==> config.mk <==
export PLATFORM = sky130hd
export DESIGN_NAME = mc_err_bank
export DESIGN_NICKNAME = d
export VERILOG_FILES = /design/src/rtl/mc_bank_pkg.sv /design/src/rtl/mc_bank_arb.sv /design/src/rtl/mc_bank_store.sv /design/src/rtl/mc_bank_req.sv /design/src/rtl/mc_err_bank.sv
export SDC_FILE = /design/constraint.sdc
export NUM_CORES = 1
export LEC_CHECK = 0
export BUFFER_PORTS_ARGS = -buffer_cell sky130_fd_sc_hd__buf_2
export CAP_MARGIN = 15
export CORE_MARGIN = 1.5
export CORE_UTILIZATION = 35
export CTS_CLUSTER_DIAMETER = 30
export DETAILED_ROUTE_END_ITERATION = 12
export PLACE_DENSITY = 0.8
export SLEW_MARGIN = 15
export SYNTH_ARGS = -nofsm -noshare
export SYNTH_HDL_FRONTEND = slang
export SYNTH_SLANG_ARGS = --single-unit
==> constraint.sdc <==
create_clock -name clk -period 2.9 [get_ports clk]
set_input_delay 0.145 -clock clk [delete_from_list [all_inputs] [get_ports clk]]
set_output_delay 0.145 -clock clk [all_outputs]
set_load 0.01 [all_outputs]
==> src/rtl/mc_bank_pkg.sv <==
package mc_bank_pkg;
  localparam int VAL_B = 63;
  localparam int OVR_B = 62;
  localparam int UNC_B = 61;
  localparam int ENA_B = 60;
  localparam int HL_LO = 53;

  typedef enum logic [1:0] {
    HL_NONE   = 2'b00,
    HL_GREEN  = 2'b01,
    HL_YELLOW = 2'b10,
    HL_RSVD   = 2'b11
  } health_e;
endpackage

==> src/rtl/mc_bank_arb.sv <==
module mc_bank_arb (
  input  logic        held_vld,
  input  logic        held_unc,
  input  logic [1:0]  held_hl,
  input  logic        ena,
  input  logic        new_vld,
  input  logic        new_unc,
  input  logic [1:0]  new_hl,
  output logic        do_log,
  output logic        do_ovr
);
  logic accept;

  always_comb begin
    accept = new_vld && ena;
    do_log = 1'b0;
    do_ovr = 1'b0;
    if (accept) begin
      if (!held_vld) begin
        do_log = 1'b1;
      end else begin
        do_ovr = 1'b1;
        if (held_unc) do_log = 1'b0;
        else if (new_unc) do_log = 1'b1;
        else do_log = (new_hl >= held_hl);
      end
    end
  end
endmodule

==> src/rtl/mc_bank_store.sv <==
module mc_bank_store #(
  parameter int MSC_W = 16,
  parameter int ARC_W = 16
) (
  input  logic             clk,
  input  logic             rst,
  input  logic             do_log,
  input  logic             do_ovr,
  input  logic             rpt_busy,
  input  logic             new_unc,
  input  logic [1:0]       new_hl,
  input  logic [MSC_W-1:0] new_msc,
  input  logic [ARC_W-1:0] new_arc,
  input  logic             sw_wr,
  input  logic [63:0]      sw_wdata,
  output logic             vld_q,
  output logic             ovr_q,
  output logic             unc_q,
  output logic             ena_q,
  output logic [1:0]       hl_q,
  output logic [MSC_W-1:0] msc_q,
  output logic [ARC_W-1:0] arc_q
);
  import mc_bank_pkg::*;

  logic sw_clear, sw_ena;

  assign sw_clear = sw_wr && !rpt_busy && (sw_wdata == 64'd0);
  assign sw_ena   = sw_wr && !rpt_busy && (sw_wdata != 64'd0);

  always_ff @(posedge clk) begin
    if (rst) begin
      vld_q <= 1'b0;
      ovr_q <= 1'b0;
      unc_q <= 1'b0;
      ena_q <= 1'b0;
      hl_q  <= HL_NONE;
      msc_q <= '0;
      arc_q <= '0;
    end else begin
      if (do_log) begin
        vld_q <= 1'b1;
        unc_q <= new_unc;
        hl_q  <= new_hl;
        msc_q <= new_msc;
        arc_q <= new_arc;
      end else if (sw_clear) begin
        vld_q <= 1'b0;
        unc_q <= 1'b0;
        hl_q  <= HL_NONE;
        msc_q <= '0;
        arc_q <= '0;
      end
      if (do_ovr) ovr_q <= 1'b1;
      else if (sw_clear) ovr_q <= 1'b0;
      if (sw_ena) ena_q <= sw_wdata[ENA_B];
    end
  end
endmodule

==> src/rtl/mc_bank_req.sv <==
module mc_bank_req (
  input  logic       clk,
  input  logic       rst,
  input  logic       do_log,
  input  logic       new_unc,
  input  logic [1:0] new_hl,
  output logic       req_q
);
  import mc_bank_pkg::*;

  always_ff @(posedge clk) begin
    if (rst) req_q <= 1'b0;
    else     req_q <= do_log && (new_unc || (new_hl == HL_YELLOW));
  end
endmodule

==> src/rtl/mc_err_bank.sv <==
module mc_err_bank #(
  parameter int MSC_W = 16,
  parameter int ARC_W = 16
) (
  input  logic             clk,
  input  logic             rst,
  input  logic             err_vld,
  input  logic [MSC_W-1:0] err_msc,
  input  logic [ARC_W-1:0] err_arc,
  input  logic             err_unc,
  input  logic [1:0]       err_health,
  input  logic             sw_wr,
  input  logic [63:0]      sw_wdata,
  output logic [63:0]      status_q,
  output logic             req_pulse
);
  import mc_bank_pkg::*;

  localparam int CODE_W = MSC_W + ARC_W;
  localparam int GAP_W  = HL_LO - CODE_W;

  logic             vld_q, ovr_q, unc_q, ena_q;
  logic [1:0]       hl_q;
  logic [MSC_W-1:0] msc_q;
  logic [ARC_W-1:0] arc_q;
  logic             do_log, do_ovr;

  mc_bank_arb u_arb (
    .held_vld (vld_q),
    .held_unc (unc_q),
    .held_hl  (hl_q),
    .ena      (ena_q),
    .new_vld  (err_vld),
    .new_unc  (err_unc),
    .new_hl   (err_health),
    .do_log   (do_log),
    .do_ovr   (do_ovr)
  );

  mc_bank_store #(.MSC_W(MSC_W), .ARC_W(ARC_W)) u_store (
    .clk      (clk),
    .rst      (rst),
    .do_log   (do_log),
    .do_ovr   (do_ovr),
    .rpt_busy (err_vld),
    .new_unc  (err_unc),
    .new_hl   (err_health),
    .new_msc  (err_msc),
    .new_arc  (err_arc),
    .sw_wr    (sw_wr),
    .sw_wdata (sw_wdata),
    .vld_q    (vld_q),
    .ovr_q    (ovr_q),
    .unc_q    (unc_q),
    .ena_q    (ena_q),
    .hl_q     (hl_q),
    .msc_q    (msc_q),
    .arc_q    (arc_q)
  );

  mc_bank_req u_req (
    .clk     (clk),
    .rst     (rst),
    .do_log  (do_log),
    .new_unc (err_unc),
    .new_hl  (err_health),
    .req_q   (req_pulse)
  );

  assign status_q = {vld_q, ovr_q, unc_q, ena_q, 5'd0, hl_q,
                     {GAP_W{1'b0}}, msc_q, arc_q};
endmodule

==> results.md <==
* Multi-input gate area at a little over 1000 sq um
* Site row count at 27
* Post-layout min period at 2.088 ns
* Setup crit end kind: flip-flop
* Slowest cell on crit path: dfxtp_1
* Arr. time, crit path at between 2 and 2.5 ns
* DIE AREA at 6298 sq um
* Switching part of the total at 24.71%
* Fin crit share at 71.98%
* Relative slew slack at between 20% and 30%
* Combinational share of power at 14.0%
* Grt met2 use at 28.38%
* VDD IR max at roughly 0.00026 V
* Largest net degree at the start of global routing at 39
* Power consumption at approximately 1.2 mW
* Max stage delay on crit path at 0.33 ns
* RSZ-0062 raised after global routing: no
* CTS resizes at 0
* Boundary pin count at 168
* Family with the most delay on the worst path: compound AO/OA/AOI/OAI gates
* Average size of a mapped cell at 10.25 sq um
* Post-synthesis register bit count at 39
* Max Slew Vio Count at 0
* Area grow syn2layout at 34.70%
* FILL cells at 561
* Share of cells above drive strength 1 at 48.78%
* Maximum clock path buffer count at 2
* Initial core utilization at between 30 and 40%
* Syn. warnings at 0
* Tightest Hold Check Type: input pin to flip-flop
* Worst slew pin tran at roughly 1.0 ns
* CTS root buf: clkbuf_8
* WL per Instance at 14.04 um
* Setup Skew at 0.007260 ns
* WP depth at 7
* Clock buffer count from CTS at 5
* TNS Setup at 0 ns
* Crit path kind: flip-flop to flip-flop
* Nets@finish at roughly 430
* Vias in the first global route at about 1800
* Setup crit start: u_store.hl_q[0]
* P_int at 0.8795 mW
* Critical-path cell list: ha_1, nand2b_1, a211oi_1, o21ai_2, and2_1, buf_4, a32o_1
* Status: completed
* Max Clk Rate at 479.0 MHz
* Reg2reg setup slack at 0.81 ns
* DRC at 0
* Mapped Cells at 199
* Router iterations before antenna repair at 4
* Seq/Total Area, Yosys at a little under two fifths
* Seq pwr share at 47.3%
* Net Sw Power at 0.2886 mW
* Worst Setup Start Kind: flip-flop
* Final Hold Vio Count at 0
* First-pass GRT wire length at 8721 um
* R2r endpoint: u_store.msc_q[11]
* DRT iter0 DRCs at 124
* Worst-path maximum fanout at 25
* Clock Pin Slew Worst Setup and Hold Paths at roughly 0.080 ns
* Buf/Inv on CP at 1
* Clock power share at about two fifths
* Placer congestion estimate at 0.8245
* CTS HTree Levels at 2
* Setup bufs post-CTS at 0
* Sequential cell area at 780.7 sq um
* Congestion Overflow GR at 0
* Setup-violating endpoint count in the final report at 0
* CP Data Required Time at 3.07 ns
* Synth unique cells at 27
* Antenna violations before repair at 0
* Die W at 79.36 um
* M3 GR Usage at 4.023%
* Insertion delay to the later sink of the worst-skew pair at 0.29 ns
* Vias post-DR at 2024
* Worst reg2reg startpoint: u_store.hl_q[0]
* Chip Height at 79.36 um
* M1 GR Usage at roughly 23%
* # port buffers at 141
* Leak pwr at 1.322 nW
* Max-Cap Viols at 0
* Critical Path Sink: u_store.msc_q[11]
* PwrDens at 424.9 nW/um^2
* Final ANT Viol Nets at 0
* # diodes at 0
* Mapped Area at slightly above 2000 sq um
* Hold_buf cts at 0
* Total wire length at 5615 um
* CTS tree: done
* Via density per instance at 5.060
* Reg2reg path depth at 7
* GRT busiest layer: met2
* Placed wire-length estimate at 4153 um
* Clk sinks at 39
* Total global-route track usage at 17.46%
* CORE AREA at 5574 sq um
[state kept, by name, indices dropped and copies added, names as in the netlist]
name / cells
u_store.arc_q: 16
u_store.msc_q: 16
u_store.hl_q: 2
u_req.req_q: 1
u_store.ena_q: 1
u_store.ovr_q: 1
u_store.unc_q: 1
u_store.vld_q: 1
[Yosys cell counts]
master,count,area (sq um)
a22o_1,1,8.760
clkbuf_1,10,37.54
buf_4,30,225.2
dfxtp_1,39,780.8
inv_1,5,18.77
nand4_1,3,18.77
a31oi_4,1,21.27
nand2_1,1,3.750
nand4_2,1,12.51
and2_1,2,12.51
a32o_1,36,360.4
nor4_1,12,75.07
ha_1,2,25.02
nor4_4,1,21.27
a21oi_1,2,10.01
nor3b_1,1,7.510
buf_6,3,33.78
buf_1,1,3.750
a211oi_1,1,7.510
conb_1,1,3.750
o211ai_1,1,7.510
nand2b_1,1,6.260
o21ai_1,1,5.000
nor4_2,4,50.05
o41ai_1,1,8.760
buf_2,4,20.02
a21boi_0,34,255.2
[per-stage QoR]
step	std cells	hold slack, ns	area, sq um	utilization (%)	setup slack (ns)
after floorplan	224	0.2211	2135	-	0.9263
after global placement	392	0.3828	2636	47.30	0.8583
after detailed placement	392	0.3884	2636	47.30	0.8097
after CTS	400	0.08027	2749	49.32	0.7975
after global routing	400	0.08066	2749	49.32	0.6179
final	400	0.09479	2749	49.32	0.8125
[placed cells by master, fill, tap and decap left out, types with 2 or more instances in the layout]
| cell | count |
|---|---|
| a21boi_0 | 34 |
| a32o_1 | 36 |
| a21oi_1 | 2 |
| inv_1 | 4 |
| conb_1 | 26 |
| buf_2 | 141 |
| dfxtp_1 | 39 |
| buf_4 | 3 |
| ha_1 | 2 |
| nand4_1 | 3 |
| clkbuf_8 | 5 |
| and2_1 | 2 |
| nor4_1 | 12 |
| nor4_2 | 4 |
[per-layer routing]
metal	share of wire, %	vias up	wire (um)
met2	50	81	2805
met3	5.8	6	326
li1	-	980	-
met4	1.0	0	57
met5	0	-	0
met1	43	957	2426
[power by group through the flow]
stage,Sequential [mW],Combinational [mW],Clock (mW)
6_report,0.552,0.164,0.452
3_3_place_gp,0.564,0.162,0
4_1_cts,0.552,0.165,0.472
2_1_floorplan,0.569,0.0953,0
3_5_place_dp,0.565,0.164,0
5_1_grt,0.554,0.180,0.499
[logic make-up after synthesis]
| logic type | after synthesis | share of synthesized area (%) |
|---|---|---|
| buf+inv | 53 | 16.62 |
| other cells | 1 | 0.1838 |
| fa+ha+maj | 2 | 1.226 |
| simple gates | 26 | 10.18 |
| compound gates | 78 | 33.54 |
| flops | 39 | 38.26 |
[worst min-delay path by stage]
stage / startpoint / end / slack (ns) / cells after the start
finish: err_msc[13] / u_store.msc_q[13] / 0.09 / 2
floorplan: rst / u_req.req_q / 0.22 / 1
detailed placement: err_msc[6] / u_store.msc_q[6] / 0.39 / 2
global route: err_msc[6] / u_store.msc_q[6] / 0.08 / 2
global placement: err_msc[2] / u_store.msc_q[2] / 0.38 / 2
CTS: err_msc[13] / u_store.msc_q[13] / 0.08 / 2
[layout make-up]
type                    count  share of cell area [%]
clock buffers               5                   2.503
multi-input cells         132                   37.05
clock inverters             3                   1.593
inverters                   5                  0.6827
flip-flops and latches     39                   28.40
well taps                  72                   3.277
repair buffers            144                   26.49
Power figures use the tool's default switching activity.
